--- config.mk ---
export PLATFORM = sky130hd
export DESIGN_NAME = exc_brk_counter
export DESIGN_NICKNAME = d
export VERILOG_FILES = /design/src/rtl/exc_brk_pkg.sv /design/src/rtl/exc_cnt_reg.sv /design/src/rtl/exc_cnt_qual.sv /design/src/rtl/exc_brk_fsm.sv /design/src/rtl/exc_brk_counter.sv
export SDC_FILE = /design/constraint.sdc
export NUM_CORES = 1
export LEC_CHECK = 0
export ABC_AREA = 1
export CAP_MARGIN = 20
export CORE_UTILIZATION = 40
export CTS_CLUSTER_DIAMETER = 80
export DETAILED_ROUTE_END_ITERATION = 6
export GPL_TIMING_DRIVEN = 0
export PLACE_DENSITY = 0.84
export REMOVE_ABC_BUFFERS = 1
export SETUP_SLACK_MARGIN = 0.02
export SLEW_MARGIN = 15
export SYNTH_ARGS = -nofsm -noshare
export SYNTH_HDL_FRONTEND = slang
export SYNTH_SLANG_ARGS = --single-unit
--- constraint.sdc ---
create_clock -name clk -period 4.3 [get_ports clk]
set_input_delay 0.86 -clock clk [delete_from_list [all_inputs] [get_ports clk]]
set_output_delay 0.86 -clock clk [all_outputs]
set_load 0.1 [all_outputs]
--- src/rtl/exc_brk_pkg.sv ---
package exc_brk_pkg;

    localparam int unsigned REG_W = 16;
    localparam int unsigned CNT_W = 12;

    typedef enum logic [0:0] {
        ST_QUIET = 1'b0,
        ST_BREAK = 1'b1
    } brk_state_t;

endpackage

--- src/rtl/exc_cnt_reg.sv ---
module exc_cnt_reg #(
    parameter int unsigned CNT_W = 12
) (
    input  logic             clk,
    input  logic             rst_n,
    input  logic             wr_en,
    input  logic [CNT_W-1:0] wr_val,
    input  logic             dec,
    output logic [CNT_W-1:0] cnt
);

    localparam logic [CNT_W-1:0] STEP = CNT_W'(1);

    logic [CNT_W-1:0] cnt_nxt;

    // Software write outranks the hardware decrement.
    always_comb begin
        cnt_nxt = cnt;
        if (wr_en) begin
            cnt_nxt = wr_val;
        end else if (dec) begin
            cnt_nxt = cnt - STEP;
        end
    end

    always_ff @(posedge clk or negedge rst_n) begin
        if (!rst_n) begin
            cnt <= '0;
        end else begin
            cnt <= cnt_nxt;
        end
    end

endmodule

--- src/rtl/exc_cnt_qual.sv ---
module exc_cnt_qual #(
    parameter int unsigned CNT_W = 12
) (
    input  logic             match,
    input  logic             cnt_mode,
    input  logic [CNT_W-1:0] cnt,
    output logic             fire,
    output logic             dec
);

    localparam logic [CNT_W-1:0] LAST = CNT_W'(1);

    logic at_last;

    // A count of zero is treated the same as one.
    assign at_last = (cnt <= LAST);

    always_comb begin
        fire = 1'b0;
        dec  = 1'b0;
        if (match) begin
            if (!cnt_mode || at_last) begin
                fire = 1'b1;
            end else begin
                dec = 1'b1;
            end
        end
    end

endmodule

--- src/rtl/exc_brk_fsm.sv ---
module exc_brk_fsm
    import exc_brk_pkg::*;
(
    input  logic clk,
    input  logic rst_n,
    input  logic fire,
    output logic brk_req
);

    brk_state_t state_q;
    brk_state_t state_d;

    always_comb begin
        state_d = state_q;
        unique case (state_q)
            ST_QUIET: state_d = fire ? ST_BREAK : ST_QUIET;
            ST_BREAK: state_d = fire ? ST_BREAK : ST_QUIET;
            default:  state_d = ST_QUIET;
        endcase
    end

    always_ff @(posedge clk or negedge rst_n) begin
        if (!rst_n) begin
            state_q <= ST_QUIET;
        end else begin
            state_q <= state_d;
        end
    end

    always_comb begin
        brk_req = 1'b0;
        unique case (state_q)
            ST_QUIET: brk_req = 1'b0;
            ST_BREAK: brk_req = 1'b1;
            default:  brk_req = 1'b0;
        endcase
    end

endmodule

--- src/rtl/exc_brk_counter.sv ---
module exc_brk_counter
    import exc_brk_pkg::*;
#(
    parameter int unsigned P_REG_W = REG_W,
    parameter int unsigned P_CNT_W = CNT_W
) (
    input  logic               clk,
    input  logic               rst_n,
    input  logic               reg_we,
    input  logic [P_REG_W-1:0] reg_wdata,
    output logic [P_REG_W-1:0] reg_rdata,
    input  logic               cnt_mode,
    input  logic               match,
    output logic               brk_req
);

    localparam int unsigned PAD_W = P_REG_W - P_CNT_W;

    logic [P_CNT_W-1:0] cnt;
    logic               fire;
    logic               dec;
    logic               unused_hi;

    assign unused_hi = ^reg_wdata[P_REG_W-1:P_CNT_W];

    exc_cnt_reg #(.CNT_W(P_CNT_W)) u_reg (
        .clk    (clk),
        .rst_n  (rst_n),
        .wr_en  (reg_we),
        .wr_val (reg_wdata[P_CNT_W-1:0]),
        .dec    (dec),
        .cnt    (cnt)
    );

    exc_cnt_qual #(.CNT_W(P_CNT_W)) u_qual (
        .match    (match),
        .cnt_mode (cnt_mode),
        .cnt      (cnt),
        .fire     (fire),
        .dec      (dec)
    );

    exc_brk_fsm u_fsm (
        .clk     (clk),
        .rst_n   (rst_n),
        .fire    (fire),
        .brk_req (brk_req)
    );

    assign reg_rdata = {{PAD_W{1'b0}}, cnt};

endmodule

==> out/metrics.cfg, run 1 <==
[route]
drtIter0Drc=21
wl_um=2380
remaining_drc_errors=0
vias=1046
drtPass1Iterations=4
wl_per_cell_um=11.3
viasPerCell=4.96
antenna_left=0

[run_status]
run_status=complete, no violations

[placed_design]
detailed_place_hpwl_um=1730
dp_slack_ns=1.45
gp_congestion=0.848
post_dp_cell_area_um2=1290
io_buffers=29

[job]
drv_cap=0

[global_routing]
antenna_found_initial=0
grt_max_degree=23
grt_usage_pct=19.2
grt_pass1_wl_um=3940
first_global_vias=932
gr-total-overflow=0

[synth]
synthCells=157
async_reset_ff_share_pct=100
yosys.area.top_type=dfrtp_1
avgSynthCellArea_um2=6.54
ys_ff_latch=13
synth_edf_count=0
synth-seq-area-share_pct=31.7
synthFlopType=dfrtp_1
yosysTopAreaCellShare_pct=31.7
ys_warn_count=0
netlist_area_um2=1030
yosys.cell_types.count=26
synth_area_leaders=dfrtp_1, nand2_1, nand3_1, inv_1, nor2_1

[critical_path]
r2r_start=u_reg.cnt[0]
critPathKind=reg -> out
r2r_cells=9
worstPathRequired_ns=3.44
cp_top_family=buffers and inverters
cp.depth=1
r2r_end=u_reg.cnt[9]
r2r_setup_slack_ns=2.63
crit_fanout=7
crit_arrival_ns=1.97
path_cells=clkdlybuf4s50_1
slowest_delay_ns=1.18
crit_path_start_kind=flip-flop
end_kind=output port
cp_slowest_cell=clkdlybuf4s50_1
worst-path-buf-inv=1

[floorplanning]
fp-row-count=17
io_pins=38
core-area_um2=2320
die_area_um2=2770
fp.dieW_um=52.7
fp.dieH_um=52.7
initial_core_util_pct=44.3

[timing]
fin_ws_ns=1.47
fmax_mhz=354
finalSetupViolations=0
rsz0062_at_grt=no
hold_viol=0
max_slew_margin_pct=33.4
period_share_pct=65.7
final_max_slew_viol_count=0
fin_skew_ns=0.00331
tightest_slew_ns=0.996
tns_ns=0
fin_crit_ns=2.83
whs_ns=0.580

[worst_hold_path]
hold_end=u_reg.cnt[10]
hp-start=u_reg.cnt[10]
worstHoldPathType=reg -> reg
min_path_cells=2

[clock_network]
cts_root_buf=clkbuf_4
cts_setup_buffers=0
postCtsHoldBufs=0
clockBufferDepth=2
clk_latency_ns=0.28
numCtsBuffers=3
clk_pin_slew_worst_paths_ns=0.09
clock_sinks=13
cts_tree=done
cts-resized-gates=0
htreeDepth=1

[finish]
syn_to_final_growth_pct=28.4
num-nets-final=207
fin_area_um2=1320
final_core_util_pct=56.9
n_antenna_cell=0
drive_gt1_share_pct=6.01

[power]
switching_power_mw=0.308
irDropWorstVdd_mv=0.215
clkPwrFrac_pct=14.0
p_per_area_nw_per_um2=430
switching_share_pct=54.2
internal_power_mw=0.260
comb_power_share_pct=56.0
p_leak_nw=0.655
seqPwrFrac_pct=29.9

==> sequential cells by signal (all words and copies together), names as in the netlist <==
signal	cells
u_fsm.state_q	1
u_reg.cnt	12
==> layout make-up <==
| class | count | area, µm² |
|---|---|---|
| flip-flops and latches | 13 | 325 |
| fillers | 227 | 1000 |
| repair buffers | 29 | 290 |
| inverters | 13 | 48.8 |
| multi-input cells | 124 | 593 |
| well taps | 28 | 35.0 |
| clock buffers | 4 | 26.3 |
==> cell usage in the layout, fill, tap and decap left out, drive strengths merged <==
master / instances
clkbuf: 4
and2: 1
nor2: 15
o21ai: 8
ha: 2
conb: 4
inv: 13
a21oi: 3
xnor2: 1
dfrtp: 13
a21boi: 1
nor3: 1
nand2: 60
nand3: 25
o21bai: 2
a211o: 1
clkdlybuf4s50: 29
==> per-layer routing <==
metal  routed length, µm  track usage, %  part of all wire, %
met4                  10            5.26                 0.42
met3                 120            3.77                  5.0
met1                1030            22.5                   43
met5                   0               0                    0
met2                1220            34.8                   51
==> cell usage after synthesis, drive strengths merged, types with 2 or more instances <==
master,number
a21oi,3
buf,8
clkbuf,2
dfrtp,13
ha,2
inv,13
nand2,60
nand3,25
nor2,15
o21ai,8
o21bai,2
==> worst max-delay path by stage <==
stage                  from             to  slack, ns
4_1_cts        u_reg.cnt[4]   reg_rdata[4]       1.47
6_report       u_reg.cnt[4]   reg_rdata[4]       1.47
3_3_place_gp         reg_we   u_reg.cnt[4]       1.51
3_5_place_dp         reg_we   u_reg.cnt[4]       1.45
2_1_floorplan  u_reg.cnt[1]  u_reg.cnt[10]       2.20
5_1_grt        u_reg.cnt[4]   reg_rdata[4]       1.41
==> per-stage QoR <==
step / cells / total power, mW
final: 211 / 0.567
after detailed placement: 207 / 0.489
after global routing: 211 / 0.600
after global placement: 207 / 0.483
after floorplan: 150 / 0.409
after CTS: 211 / 0.569
==> power groups by stage <==
stage / clock, mW / sequential, mW / combinational [mW]
floorplan: 0 / 0.303 / 0.106
global placement: 0 / 0.171 / 0.312
detailed placement: 0 / 0.172 / 0.317
CTS: 0.0804 / 0.170 / 0.319
global route: 0.0880 / 0.174 / 0.339
finish: 0.0796 / 0.170 / 0.318
==> logic make-up (layout without fill, tap and decap cells) <==
kind of cell               count (synthesis)  count (layout)  synth area share, %
DFF                                       13              13                 31.7
and+or+nand+nor                          102             102                 44.6
buffers and inverters                     23              46                 11.7
other                                      1               4                0.365
AOI/OAI and AO/OA                         15              15                 8.40
xor gates and xnor gates                   1               1                0.853
adders and majority gates                  2               2                 2.44
Note: power is estimated with default switching activity, not from simulation.
==> run 2: changes to the inputs <==
==> constraint.sdc (replaced) <==
create_clock -name clk -period 2.8 [get_ports clk]
set_input_delay 0.56 -clock clk [delete_from_list [all_inputs] [get_ports clk]]
set_output_delay 0.56 -clock clk [all_outputs]
set_load 0.1 [all_outputs]
==> results of run 2 <==
The final DEF is identical to that of run 1. Status: complete, no violations.
Among the figures that moved: setup slack after placement 1.45 ns -> 0.252 ns; setup slack after layout 1.47 ns -> 0.274 ns; register-to-register setup slack 2.63 ns -> 1.13 ns; total power 0.567 mW -> 0.871 mW; worst IR drop on VDD 0.215 mV -> 0.330 mV
==> run 3: changes to the inputs <==
--- a/config.mk
+++ b/config.mk
@@ -7,11 +7,11 @@
 export LEC_CHECK = 0
 export ABC_AREA = 1
 export CAP_MARGIN = 20
-export CORE_UTILIZATION = 40
+export CORE_UTILIZATION = 44
 export CTS_CLUSTER_DIAMETER = 80
 export DETAILED_ROUTE_END_ITERATION = 6
 export GPL_TIMING_DRIVEN = 0
-export PLACE_DENSITY = 0.84
+export PLACE_DENSITY = 0.9
 export REMOVE_ABC_BUFFERS = 1
 export SETUP_SLACK_MARGIN = 0.02
 export SLEW_MARGIN = 15
==> run 3 against run 2 <==
Compared with the run above: sequential share of layout area unchanged; combinational power about the same; via count rose by 2.2%; highest routed layer unchanged; critical endpoint unchanged; largest cell class unchanged; largest power group unchanged.
==> out/metrics.cfg, run 3 (synthesis results as in run 1) <==
[route]
drtPass1Iterations=4  ; unchanged
remaining_drc_errors=0  ; unchanged
drtIter0Drc=27  ; +29%
vias=1069  ; +2.2%
viasPerCell=5.07  ; +2.2%
antenna_left=0  ; unchanged
wl_um=2320  ; -2.7%
wl_per_cell_um=11.0  ; -2.7%

[finish]
n_antenna_cell=0  ; unchanged
fin_area_um2=1320  ; unchanged
final_cell_mix=nand2_1, clkdlybuf4s50_1, nand3_1
num-nets-final=207  ; unchanged
mostFrequentLayoutCell=nand2_1
drive_gt1_share_pct=6.01  ; unchanged
largest-register=u_reg.cnt
top_regs=u_reg.cnt x12, u_fsm.state_q x1
syn_to_final_growth_pct=28.4  ; unchanged
largest_register_ffs=12  ; unchanged

[critical_path]
crit_fanout=7  ; unchanged
cp-startpoint=u_reg.cnt[4]
path_cells=clkdlybuf4s50_1
r2r_start=u_reg.cnt[0]
slowest_delay_ns=1.18  ; about the same
cp_top_family=buffers and inverters
cp_slowest_cell=clkdlybuf4s50_1
crit_path_start_kind=flip-flop
critPathKind=reg -> out
end_kind=output port
worst-path-buf-inv=1  ; unchanged
crit_arrival_ns=1.96  ; about the same
worstPathRequired_ns=2.24

[clock_network]
cts_root_buf=clkbuf_4
clock_sinks=13  ; unchanged
htreeDepth=1  ; unchanged
cts_tree=done
postCtsHoldBufs=0  ; unchanged
clockBufferDepth=2  ; unchanged
clk_pin_slew_worst_paths_ns=0.08  ; about the same
cts_setup_buffers=0  ; unchanged
cts-resized-gates=0  ; unchanged
numCtsBuffers=3  ; unchanged
clk_latency_ns=0.29  ; about the same

[global_routing]
antenna_found_initial=0  ; unchanged
first_global_vias=928  ; -0.43%
gr-total-overflow=0  ; unchanged
grt_max_degree=23  ; unchanged
grt_pass1_wl_um=3800  ; -3.5%
grt_usage_pct=19.7  ; +0.46 points

[run_status]
run_status=complete, no violations

[worst_hold_path]
hp-start=u_reg.cnt[10]
worstHoldPathType=reg -> reg

[power]
irDropWorstVdd_mv=0.462
p_leak_nw=0.655  ; unchanged
p_per_area_nw_per_um2=659

[timing]
fin_skew_ns=0.00239  ; -0.000927 ns
fmax_mhz=397
tightest_slew_ns=0.968  ; -0.0284 ns
fin_crit_ns=2.52
tns_ns=0  ; unchanged
whs_ns=0.577  ; -0.00309 ns
period_share_pct=90.1
max_slew_margin_pct=35.3  ; +1.9 points
rsz0062_at_grt=no
finalSetupViolations=0  ; unchanged
final_max_slew_viol_count=0  ; unchanged
hold_viol=0  ; unchanged

[placed_design]
gp_congestion=0.885  ; +4.4%
post_dp_cell_area_um2=1290  ; unchanged
io_buffers=29  ; unchanged
detailed_place_hpwl_um=1690  ; -2.2%

[floorplanning]
initial_core_util_pct=46.4  ; +2.1 points
fp.dieW_um=50.3  ; -4.5%
fp-row-count=17  ; unchanged
fp.dieH_um=50.3  ; -4.5%
die_area_um2=2530  ; -8.8%
core-area_um2=2210  ; -4.6%
io_pins=38  ; unchanged

[job]
drv_cap=0  ; unchanged

run 3: stage by stage:
step / cells / total power, mW / utilization [%] / worst slack (ns)
final: 211 / 0.869 / 59.6 / 0.278
after global routing: 211 / 0.919 / 59.6 / 0.224
after CTS: 211 / 0.874 / 59.6 / 0.263
after detailed placement: 207 / 0.750 / 58.4 / 0.229
after global placement: 207 / 0.741 / 58.4 / 0.328
after floorplan: 150 / 0.627 / - / 0.700
run 3: path summary, 6_finish.rpt:
kind / depth (start not counted) / slack (ns) / endpoint
worst min register to register: 2 / 0.58 / u_reg.cnt[10]
min in group asynchronous: 1 / 0.65 / u_reg.cnt[10]
worst max register to register: 9 / 1.07 / u_reg.cnt[0]
worst min-delay path: 2 / 0.58 / u_reg.cnt[10]
max in group asynchronous: 1 / 1.75 / u_reg.cnt[3]
worst max-delay path: 1 / 0.28 / reg_rdata[4]
run 3: where the power goes:
part / leakage (nW) / internal, mW / switching [mW] / total, mW
Sequential: 0.161 / 0.216 / 0.0452 / 0.261
Clock: 0.0150 / 0.0554 / 0.0667 / 0.122
Combinational: 0.479 / 0.127 / 0.359 / 0.486
Total: 0.655 / 0.399 / 0.470 / 0.869
run 3: per-layer routing:
metal,global-route usage [%],up-vias,routed length [µm]
met5,0,-,0
met4,9.72,0,46
met3,2.12,5,114
met2,33.6,35,1140
met1,24.4,487,1020
li1,-,542,-
run 3: layout make-up:
| type | count | area [µm²] |
|---|---|---|
| Timing Repair Buffer | 29 | 290 |
| Fill cell | 210 | 893 |
| Clock buffer | 4 | 26.3 |
| Multi-Input combinational cell | 124 | 593 |
| Inverter | 13 | 48.8 |
| Tap cell | 28 | 35.0 |
| Sequential cell | 13 | 325 |
